`src/rtl/sup_pkg.sv`:
```
package sup_pkg;

    typedef enum logic [1:0] {
        TMO_SEL0 = 2'd0,
        TMO_SEL1 = 2'd1,
        TMO_SEL2 = 2'd2,
        TMO_SEL3 = 2'd3
    } tmo_sel_e;

    function automatic int unsigned max_of4(input int unsigned a, input int unsigned b,
                                            input int unsigned c, input int unsigned e);
        int unsigned m;
        m = a;
        if (b > m) m = b;
        if (c > m) m = c;
        if (e > m) m = e;
        return m;
    endfunction

    function automatic int unsigned pick_tmo(input logic [1:0] sel,
                                             input int unsigned t0, input int unsigned t1,
                                             input int unsigned t2, input int unsigned t3);
        case (tmo_sel_e'(sel))
            TMO_SEL0: return t0;
            TMO_SEL1: return t1;
            TMO_SEL2: return t2;
            default:  return t3;
        endcase
    endfunction

endpackage

```
`src/rtl/sup_sync2.sv`:
```
module sup_sync2 #(
    parameter int unsigned W       = 1,
    parameter logic        RST_VAL = 1'b0
) (
    input  logic         clk,
    input  logic         clr_n,
    input  logic [W-1:0] din,
    output logic [W-1:0] dout
);

    typedef struct packed {
        logic [W-1:0] s1;
        logic [W-1:0] s2;
    } sync_t;

    sync_t sync_d, sync_q;

    always_comb begin
        sync_d    = sync_q;
        sync_d.s1 = din;
        sync_d.s2 = sync_q.s1;
    end

    always_ff @(posedge clk or negedge clr_n) begin
        if (!clr_n) begin
            sync_q <= {(2 * W){RST_VAL}};
        end else begin
            sync_q <= sync_d;
        end
    end

    assign dout = sync_q.s2;

endmodule

```
`src/rtl/sup_hold.sv`:
```
module sup_hold #(
    parameter int unsigned HOLD_CYC = 250
) (
    input  logic clk,
    input  logic pwr_good,
    input  logic pg_ok,
    input  logic wdt_fire,
    output logic rst_n
);

    localparam int unsigned    CW   = $clog2(HOLD_CYC + 1);
    localparam logic [CW-1:0]  LAST = CW'(HOLD_CYC - 1);

    typedef struct packed {
        logic          rst_n;
        logic [CW-1:0] cnt;
    } hold_t;

    hold_t hold_d, hold_q;

    always_comb begin
        hold_d = hold_q;
        if (!pg_ok) begin
            hold_d.rst_n = 1'b0;
            hold_d.cnt   = '0;
        end else if (!hold_q.rst_n) begin
            if (hold_q.cnt >= LAST) begin
                hold_d.rst_n = 1'b1;
                hold_d.cnt   = '0;
            end else begin
                hold_d.cnt = hold_q.cnt + 1'b1;
            end
        end else if (wdt_fire) begin
            hold_d.rst_n = 1'b0;
            hold_d.cnt   = '0;
        end
    end

    always_ff @(posedge clk or negedge pwr_good) begin
        if (!pwr_good) begin
            hold_q <= '0;
        end else begin
            hold_q <= hold_d;
        end
    end

    assign rst_n = hold_q.rst_n;

endmodule

```
`src/rtl/sup_sda_wdt.sv`:
```
module sup_sda_wdt #(
    parameter int unsigned TMO0_CYC = 40,
    parameter int unsigned TMO1_CYC = 80,
    parameter int unsigned TMO2_CYC = 160,
    parameter int unsigned TMO3_CYC = 320
) (
    input  logic       clk,
    input  logic       pwr_good,
    input  logic       sda_s,
    input  logic       wdt_en,
    input  logic [1:0] wdt_sel,
    input  logic       rst_n,
    output logic       wdt_fire
);

    import sup_pkg::*;

    localparam int unsigned MAXT = max_of4(TMO0_CYC, TMO1_CYC, TMO2_CYC, TMO3_CYC);
    localparam int unsigned CW   = $clog2(MAXT + 1);
    localparam logic [CW-1:0] CNT_TOP = CW'(MAXT);

    typedef struct packed {
        logic          prev;
        logic [CW-1:0] cnt;
    } wdt_t;

    wdt_t          wdt_d, wdt_q;
    logic          line_moved;
    logic [CW-1:0] limit;
    logic [CW-1:0] lim_tab [4];

    genvar gi;
    generate
        for (gi = 0; gi < 4; gi++) begin : g_lim
            assign lim_tab[gi] = CW'(pick_tmo(2'(gi), TMO0_CYC, TMO1_CYC, TMO2_CYC, TMO3_CYC) - 1);
        end
    endgenerate

    assign limit      = lim_tab[wdt_sel];
    assign line_moved = sda_s ^ wdt_q.prev;
    assign wdt_fire   = wdt_en & rst_n & ~line_moved & (wdt_q.cnt >= limit);

    always_comb begin
        wdt_d      = wdt_q;
        wdt_d.prev = sda_s;
        if (!wdt_en || !rst_n || line_moved || wdt_fire) begin
            wdt_d.cnt = '0;
        end else if (wdt_q.cnt < CNT_TOP) begin
            wdt_d.cnt = wdt_q.cnt + 1'b1;
        end
    end

    always_ff @(posedge clk or negedge pwr_good) begin
        if (!pwr_good) begin
            wdt_q <= '0;
        end else begin
            wdt_q <= wdt_d;
        end
    end

endmodule

```
`src/rtl/sup_rst_wdog.sv`:
```
module sup_rst_wdog #(
    parameter int unsigned HOLD_CYC = 250,
    parameter int unsigned TMO0_CYC = 40,
    parameter int unsigned TMO1_CYC = 80,
    parameter int unsigned TMO2_CYC = 160,
    parameter int unsigned TMO3_CYC = 320
) (
    input  logic       clk,
    input  logic       pwr_good,
    input  logic       sda_in,
    input  logic       wdt_en,
    input  logic [1:0] wdt_sel,
    output logic       rst_n
);

    logic pg_ok;
    logic sda_sync;
    logic wdt_fire;

    sup_sync2 #(.W(1), .RST_VAL(1'b0)) u_pg_sync (
        .clk   (clk),
        .clr_n (pwr_good),
        .din   (1'b1),
        .dout  (pg_ok)
    );

    sup_sync2 #(.W(1), .RST_VAL(1'b1)) u_sda_sync (
        .clk   (clk),
        .clr_n (pwr_good),
        .din   (sda_in),
        .dout  (sda_sync)
    );

    sup_sda_wdt #(
        .TMO0_CYC (TMO0_CYC),
        .TMO1_CYC (TMO1_CYC),
        .TMO2_CYC (TMO2_CYC),
        .TMO3_CYC (TMO3_CYC)
    ) u_wdt (
        .clk      (clk),
        .pwr_good (pwr_good),
        .sda_s    (sda_sync),
        .wdt_en   (wdt_en),
        .wdt_sel  (wdt_sel),
        .rst_n    (rst_n),
        .wdt_fire (wdt_fire)
    );

    sup_hold #(.HOLD_CYC(HOLD_CYC)) u_hold (
        .clk      (clk),
        .pwr_good (pwr_good),
        .pg_ok    (pg_ok),
        .wdt_fire (wdt_fire),
        .rst_n    (rst_n)
    );

endmodule

```
`config.mk`:
```
export PLATFORM = sky130hd
export DESIGN_NAME = sup_rst_wdog
export DESIGN_NICKNAME = d
export VERILOG_FILES = /design/src/rtl/sup_pkg.sv /design/src/rtl/sup_sync2.sv /design/src/rtl/sup_hold.sv /design/src/rtl/sup_sda_wdt.sv /design/src/rtl/sup_rst_wdog.sv
export SDC_FILE = /design/constraint.sdc
export NUM_CORES = 1
export LEC_CHECK = 0
export BUFFER_PORTS_ARGS = -buffer_cell sky130_fd_sc_hd__buf_4
export CAP_MARGIN = 30
export CORE_MARGIN = 3
export CORE_UTILIZATION = 59
export DETAILED_ROUTE_END_ITERATION = 10
export PLACE_DENSITY = 0.77
export SYNTH_ARGS = -nofsm -noshare
export SYNTH_HDL_FRONTEND = slang
export SYNTH_SLANG_ARGS = --single-unit
```
`constraint.sdc`:
```
create_clock -name clk -period 2.1 [get_ports clk]
set_input_delay 0.21 -clock clk [delete_from_list [all_inputs] [get_ports clk]]
set_output_delay 0.21 -clock clk [all_outputs]
set_load 0.05 [all_outputs]
```
==> flow_metrics.tcl, run 1 <==
set metrics [dict create \
    status "finished, final reports clean" \
    drc 0 \
    drive_gt1_frac 0.105 \
    max_freq_mhz 543 \
    antenna_left 0 \
    ios 7 \
    drt_iter0_markers 22 \
    ir_worst_vdd_v 0.000507 \
    grt_antenna_before_repair 0 \
    avgRoutedWirePerCell_um 13.9 \
    p_sw_frac 0.250 \
    cp.required_ps 2350 \
    fp.dieW_um 53.2 \
    n_fill_cell 170 \
    cts_buffer_depth 2 \
    dieArea_um2 2830 \
    syn_to_final_growth_pct 9.05 \
    cellPowerDensity_nw_per_um2 516 \
    fin_crit_ps 1840 \
    grt_pass1_wl_um 4060 \
    avgSynthCellArea_um2 9.88 \
    numCtsBuffers 3 \
    synth_top_area_frac 0.400 \
    h-tree-depth 1 \
    p_int_uw 554 \
    grt_remaining_overflow 0 \
    yosys-top-cells-area "dfrtp_1 (40%), ha_1 (13%), o21ai_1 (5.0%), nand3_1 (4.2%), dfstp_2 (4.0%)" \
    syn_inst 133 \
    fin_worst_skew_ps 8.43 \
    worst_pin_slew_ps 575 \
    register_area_um2 578 \
    path_class "register to register" \
    insertion_delay_ps 320 \
    yosysWarnings 0 \
    io_buffers 6 \
    clkPwrFrac 0.286 \
    via_per_inst 5.93 \
    coreArea_um2 2040 \
    post_cts_resized 0 \
    ys_seq_elements 23 \
    routed_wl_um 2360 \
    maxSlewHeadroom 0.614 \
    dpl.hpwl_um 1740 \
    path_max_fanout 9 \
    power.leakage_uw 0.000667 \
    cp.arrival_ps 2090 \
    vias 1008 \
    clk_pin_slew_ps 130 \
    endpoint_kind "register" \
    rsz0062_at_grt "no" \
    tritoncts "built" \
    diodes 0 \
    report.final.slew_viol_count 0 \
    finalHoldViolCount 0 \
    p_switching_uw 184 \
    finalSetupTns_ps 0 \
    final_cell_mix "dfrtp_1 (21), ha_1 (14), o21ai_1 (13)" \
    finalPower_uw 739 \
    nets 164 \
    layout_commonest_cell "dfrtp_1" \
    synth_area_um2 1310 \
    fin_crit_sh 0.876 \
    maxCapViolations 0 \
    mappedNetlistNets 153 \
    ys_types 32 \
    die-height_um 53.2 \
    place.gp.congestion 0.788 \
    grt_pass1_vias 905 \
    multiInputGateArea_um2 698 \
    min_path_type "primary input to async pin" \
    combPwrFrac 0.086 \
    grt_use_total 0.203 \
    clock_sinks 23 \
    root_buffer "clkbuf_4" \
    rows 16 \
    setup_violations 0 \
    p_seq_frac 0.628 \
    synth_top_area_cell "dfrtp_1" \
    synth_seq_area_share 0.440 \
    start_util 0.643 \
    first_pass_iters 4 \
    startpoint_type "register" \
    grt_max_degree 24 \
]
[cell type report]
class,count,area share
Sequential cell,23,0.403
Clock inverter,1,0.00349
Clock buffer,3,0.0157
Inverter,8,0.0210
Timing Repair Buffer,8,0.0454
Tap cell,27,0.0236
Multi-Input combinational cell,100,0.487
[kinds of logic after synthesis]
group | synth area share
AO/OA/AOI/OAI | 0.140
XOR/XNOR | 0.0533
adder cells (fa/ha/maj) | 0.133
buffers and inverters | 0.0286
flip-flops | 0.440
multiplexers | 0.00762
other | 0.00285
AND/OR/NAND/NOR | 0.194
[per-layer routing]
layer,wire length [um],GRT usage,vias up
met5,0,0,-
met4,57,0.0894,0
met3,95,0.0338,6
met2,1080,0.316,23
met1,1140,0.277,487
li1,-,-,492
[power by group through the flow]
stage | registers (uW) | clock network [uW] | logic (uW)
after detailed placement | 472 | 0 | 61.3
after CTS | 464 | 215 | 64.7
after global routing | 466 | 231 | 71.8
after floorplan | 468 | 0 | 37.5
after global placement | 471 | 0 | 57.4
final | 464 | 211 | 63.7
[per-stage QoR]
| step | cell area (um2) | utilization | instances | hold slack [ps] | setup WS [ps] |
|---|---|---|---|---|---|
| 3_3_place_gp | 1390 | 0.678 | 164 | 116 | 234 |
| 4_1_cts | 1430 | 0.702 | 170 | 300 | 258 |
| 6_report | 1430 | 0.702 | 170 | 295 | 260 |
| 3_5_place_dp | 1390 | 0.678 | 164 | 117 | 144 |
| 5_1_grt | 1430 | 0.702 | 170 | 311 | 97.0 |
| 2_1_floorplan | 1310 | - | 133 | -85.6 | 485 |
[registers in the layout, summed over array words and instances, names as in the netlist]
register	count
u_sda_sync.sync_d	1
u_hold.rst_n	1
u_wdt.wdt_q	10
u_pg_sync.dout	1
u_sda_sync.dout	1
u_pg_sync.sync_d	1
u_hold.hold_q	8
[cells in the mapped netlist (all sizes together)]
cell type,count
a211o,1
a21oi,4
a311oi,1
a31oi,2
and2,2
and2b,1
and3,3
and4,2
buf,1
clkbuf,1
conb,1
dfrtp,21
dfstp,2
ha,14
inv,8
mux2i,1
nand2,8
nand3,11
nand3b,1
nand4,4
nor2,11
nor2b,1
nor3,3
nor3b,1
o21a,4
o21ai,13
o221ai,1
o32ai,1
or3b,1
xnor2,2
xor2,6
[critical path, stage by stage (launching register included)]
cell and delay [ps]:
dfrtp_1 430, ha_1 270, a211o_1 300, o221ai_1 240
nand3b_1 340, nor2_1 190
[repair_timing]
item / 4_1_cts / 5_1_grt
setup endpoints to repair: 0 / 0
buffers inserted: 0 / 0
hold buffers: 2 / 0
hold endpoints to repair: 22 / 0
[worst paths after layout]
check                                                    from                           end  slack (ps)  depth (start not counted)
max in group asynchronous                            pwr_good     u_sda_sync.dout$_DFF_PN1_        1520                          2
worst min-delay path                                 pwr_good      u_wdt.wdt_q[9]$_DFF_PN0_         290                          2
worst max-delay path               u_wdt.wdt_q[0]$_DFFE_PN0P_    u_wdt.wdt_q[5]$_DFFE_PN0P_         260                          5
min in group clk                                       wdt_en  u_hold.hold_q[6]$_DFFE_PN0P_         360                          4
worst min register to register  u_pg_sync.sync_d[0]$_DFF_PN0_      u_pg_sync.dout$_DFF_PN0_         370                          0
worst max register to register     u_wdt.wdt_q[0]$_DFFE_PN0P_    u_wdt.wdt_q[5]$_DFFE_PN0P_         260                          5
(Power assumes the default switching activity.)
==> run 2: changes to the inputs <==
Settings changed: CORE_ASPECT_RATIO from default to 0.8.
==> run 2 against run 1 <==
Via count is 2.5% lower. Critical path depth did not move. Non-clock buffer count is the same. Sequential share of layout area about the same. Sequential power about the same. Worst setup slack worse by 13 ps. Clock power is essentially flat. Count of clock-buffer cells in the layout did not move. Design area hardly changed. Fmax shrank 0.68%. Routed wire length grew 3.4%.
==> flow_metrics.tcl, run 2 (same netlist as run 1, synthesis figures left out) <==
set metrics [dict create \
    antenna_left 0 \
    layout_commonest_cell "dfrtp_1" \
    power.leakage_uw 0.000663 \
    startpoint_type "register" \
    maxCapViolations 0 \
    diodes 0 \
    cellPowerDensity_nw_per_um2 515 \
    max_freq_mhz 540 \
    finalSetupTns_ps 0 \
    place.gp.congestion 0.762 \
    tritoncts "built" \
    n_fill_cell 156 \
    drt_iter0_markers 50 \
    path_max_fanout 9 \
    endpoint_kind "register" \
    numCtsBuffers 3 \
    die-height_um 48.2 \
    via_per_inst 5.89 \
    rows 14 \
    setup_violations 0 \
    worst_pin_slew_ps 622 \
    cts_buffer_depth 2 \
    syn_to_final_growth_pct 8.95 \
    min_path_type "primary input to async pin" \
    final_cell_mix "dfrtp_1 (21), ha_1 (14), o21ai_1 (13)" \
    grt_antenna_before_repair 0 \
    clock_sinks 23 \
    grt_pass1_wl_um 3930 \
    drive_gt1_frac 0.105 \
    fin_worst_skew_ps 5.55 \
    root_buffer "clkbuf_4" \
    io_buffers 6 \
    register_area_um2 578 \
    dpl.hpwl_um 1830 \
    report.final.slew_viol_count 0 \
    drc 0 \
    status "finished, final reports clean" \
    ir_worst_vdd_v 0.000495 \
    insertion_delay_ps 320 \
    finalHoldViolCount 0 \
    cp.required_ps 2350 \
    fin_crit_ps 1850 \
    clk_pin_slew_ps 130 \
    grt_pass1_vias 888 \
    first_pass_iters 4 \
    crit_path_top_delay_cell "dfrtp_1" \
    grt_use_total 0.193 \
    nets 164 \
    h-tree-depth 1 \
    rrSetupSlack_ps 250 \
    finalPower_uw 737 \
    dieArea_um2 2830 \
    maxSlewHeadroom 0.583 \
    post_cts_resized 0 \
    top_regs "u_wdt.wdt_q x10, u_hold.hold_q x8" \
    avgRoutedWirePerCell_um 14.6 \
    slowest_delay_ps 420 \
    worstPathCellList "ha_1, a211o_1, o221ai_1, nand3b_1, nor2_1" \
    top_register "u_wdt.wdt_q" \
    rsz0062_at_grt "no" \
    fin_crit_sh 0.882 \
    multiInputGateArea_um2 698 \
    coreArea_um2 2000 \
    ios 7 \
    cp.arrival_ps 2100 \
    grt_max_degree 24 \
    vias 983 \
    start_util 0.658 \
    routed_wl_um 2440 \
    largest_register_ffs 10 \
    grt_remaining_overflow 0 \
    fp.dieW_um 58.8 \
    path_class "register to register" \
]
-- run 2: cell types whose count changed in the layout (fill, tap and decap cells not counted), sizes merged --
| cell | delta |
|---|---|
| clkinv | -1 |
| clkinvlp | +1 |
-- run 2: path summary, 6_finish.rpt --
check                                               start                          to  cells after the start
max                            u_wdt.wdt_q[0]$_DFFE_PN0P_  u_wdt.wdt_q[3]$_DFFE_PN0P_                      5
min                                              pwr_good  u_wdt.wdt_q[4]$_DFFE_PN0P_                      2
max reg2reg                    u_wdt.wdt_q[0]$_DFFE_PN0P_  u_wdt.wdt_q[3]$_DFFE_PN0P_                      5
min reg2reg                u_sda_sync.sync_d[0]$_DFF_PN1_   u_sda_sync.dout$_DFF_PN1_                      0
max in group asynchronous                        pwr_good   u_sda_sync.dout$_DFF_PN1_                      2
min in group clk           u_sda_sync.sync_d[0]$_DFF_PN1_   u_sda_sync.dout$_DFF_PN1_                      0
-- run 2: worst max-delay path, delay by kind of cell (launching register included) --
| family | cells | cell delay, ps |
|---|---|---|
| AND/OR/NAND/NOR | 2 | 540 |
| AO/OA/AOI/OAI | 2 | 550 |
| flip-flops | 1 | 420 |
| adder cells (fa/ha/maj) | 1 | 280 |
-- run 2: per-layer routing --
layer	GRT usage	vias up	share of wire
met3	0.0582	4	0.045
met4	0.0498	0	0.0078
met1	0.260	469	0.49
li1	-	491	-
met2	0.311	19	0.45
met5	0	-	0
-- run 2: through the flow --
stage,hold slack [ps],cell area (um2),instances,util,setup slack [ps]
global route,308,1430,167,0.717,70.4
global placement,117,1380,161,0.692,223
detailed placement,122,1380,161,0.692,136
CTS,309,1430,167,0.717,251
finish,295,1430,167,0.717,247
floorplan,-85.6,1310,133,-,485
-- run 2: layout make-up --
cell class | instances | share of cell area
multi-input combinational | 100 | 0.488
inverter | 8 | 0.0210
tap | 24 | 0.0210
clock buffer | 3 | 0.0157
timing repair buffer | 8 | 0.0455
clock inverter | 1 | 0.00524
sequential | 23 | 0.404
-- run 2: power by group --
group          switching (uW)  internal, uW
Sequential               9.98           454
Clock                     138          72.8
Combinational            33.9          28.4
Total                     182           555
-- run 2: timing repair --
action | in CTS | in global routing
hold buffers | 2 | 0
hold endpoints to repair | 22 | 0
buffers inserted | 0 | 0
==> run 3: changes to the inputs <==
Clock period 2.1 ns to 2 ns, I/O delays scaled along.
==> run 3 against run 2 <==
Combinational power increased by 5.5%. Die area stayed put. Highest routed layer unchanged. Sequential share of layout area down 0.21 points. Register-to-register slack got worse by 80 ps.
==> flow_metrics.tcl, run 3 (same netlist as run 1, synthesis figures left out) <==
set metrics [dict create \
    status "finished, final reports clean" \
    cp.required_ps 2240 \
    instances_no_fill 168 \
    place.gp.congestion 0.762 \
    ios 7 \
    maxSlewHeadroom 0.599 \
    routed_wl_um 2440 \
    placed_cell_area_um2 1380 \
    h-tree-depth 1 \
    rows 14 \
    cellPowerDensity_nw_per_um2 536 \
    nets 165 \
    drive_gt1_frac 0.111 \
    fp.dieW_um 58.8 \
    finalHoldViolCount 0 \
    via_per_inst 5.83 \
    cts_buffer_depth 2 \
    die-height_um 48.2 \
    fin_worst_skew_ps 3.02 \
    rrSetupSlack_ps 170 \
    top_regs "u_wdt.wdt_q x10, u_hold.hold_q x8" \
    dieArea_um2 2830 \
    max_freq_mhz 546 \
    path_max_fanout 7 \
    drc 0 \
    multiInputGateArea_um2 698 \
    worstPathCellList "inv_1, ha_1, or3b_4, a311oi_4, o21ai_1, o21ai_1" \
    min_path_type "primary input to async pin" \
    antenna_left 0 \
    slowest_delay_ps 450 \
    insertion_delay_ps 310 \
    grt_pass1_vias 888 \
    fin_crit_ps 1830 \
    dpl.hpwl_um 1830 \
    diodes 0 \
    path_class "register to register" \
    report.final.slew_viol_count 0 \
    startpoint_type "register" \
    register_area_um2 578 \
    grt_use_met3 0.0582 \
    grt_use_total 0.193 \
    syn_to_final_growth_pct 9.52 \
    timing.hold.ws_ps 295 \
    clk_pin_slew_ps 130 \
    root_buffer "clkbuf_4" \
    vias 980 \
    first_pass_iters 4 \
    grt_pass1_wl_um 3930 \
    final_cell_mix "dfrtp_1 (21), ha_1 (14), o21ai_1 (13)" \
    ir_worst_vdd_v 0.000526 \
    cp.arrival_ps 2080 \
    top_register "u_wdt.wdt_q" \
    postLayoutCoreUtil 0.721 \
    grt.met1_usage 0.260 \
    power.leakage_uw 0.000667 \
    grt_remaining_overflow 0 \
    rsz0062_at_grt "no" \
    tritoncts "built" \
    n_fill_cell 154 \
    layout_commonest_cell "dfrtp_1" \
    endpoint_kind "register" \
    maxCapViolations 0 \
    fin_crit_sh 0.916 \
    largest_register_ffs 10 \
    placed_cells 161 \
    crit_path_top_delay_cell "a311oi_4" \
    numCtsBuffers 3 \
    grt_max_degree 24 \
    grt_use_met2 0.311 \
    avgRoutedWirePerCell_um 14.5 \
    setup_violations 0 \
    fin_area_um2 1440 \
    drt_iter0_markers 51 \
    cpMostUsedCell "o21ai_1" \
    worst_pin_slew_ps 597 \
    finalSetupTns_ps 0 \
    start_util 0.658 \
    clock_sinks 23 \
    coreArea_um2 2000 \
    top_usage_layer "met2" \
    grt_antenna_before_repair 0 \
    io_buffers 6 \
]
run 3: changes by cell type in the layout (fill, tap and decap cells not counted), sizes merged:
| cell | before | now |
|---|---|---|
| buf | 6 | 7 |
run 3: power by group:
group	switching, uW	leakage (uW)	internal (uW)
clock	143	0.0000139	76.3
sequential	10.5	0.000305	476
combinational	35.9	0.000348	29.8
run 3: worst max-delay path, delay by kind of cell, from the launching register on:
family	cells	cell delay, ps
AND/OR/NAND/NOR	1	400
AO/OA/AOI/OAI	3	690
adder cells (fa/ha/maj)	1	190
buffers and inverters	1	80
flip-flops	1	420
run 3: final timing paths:
check / depth (start not counted) / end / from
max: 6 / u_hold.hold_q[4]$_DFFE_PN0P_ / u_hold.hold_q[1]$_DFFE_PN0P_
min: 2 / u_wdt.wdt_q[4]$_DFFE_PN0P_ / pwr_good
max reg2reg: 6 / u_hold.hold_q[4]$_DFFE_PN0P_ / u_hold.hold_q[1]$_DFFE_PN0P_
min reg2reg: 0 / u_sda_sync.dout$_DFF_PN1_ / u_sda_sync.sync_d[0]$_DFF_PN1_
max in group asynchronous: 2 / u_sda_sync.dout$_DFF_PN1_ / pwr_good
min in group clk: 4 / u_wdt.wdt_q[8]$_DFFE_PN0P_ / wdt_en
run 3: cell type report:
| cell class | instances | area share |
|---|---|---|
| Multi-Input combinational cell | 100 | 0.485 |
| Inverter | 8 | 0.0209 |
| Clock inverter | 1 | 0.00522 |
| Tap cell | 24 | 0.0209 |
| Timing Repair Buffer | 9 | 0.0504 |
| Clock buffer | 3 | 0.0157 |
| Sequential cell | 23 | 0.402 |
run 3: through the flow:
step / total power, uW / setup WS (ps)
2_1_floorplan: 531 / 388
3_3_place_gp: 556 / 133
3_5_place_dp: 560 / 46.4
4_1_cts: 784 / 151
5_1_grt: 812 / 37.3
6_report: 772 / 168
run 3: layer usage:
| metal | up-vias | share of wire |
|---|---|---|
| li1 | 492 | - |
| met1 | 472 | 0.50 |
| met2 | 14 | 0.45 |
| met3 | 2 | 0.042 |
| met4 | 0 | 0.0045 |
| met5 | - | 0 |
run 3: repair_timing:
| action | CTS | global route |
|---|---|---|
| endpoints found under the setup margin | 0 | 2 |
| buffers inserted | 0 | 1 |
| hold endpoints to repair | 22 | 0 |
| gates resized for setup | 0 | 0 |
| hold buffers | 2 | 0 |
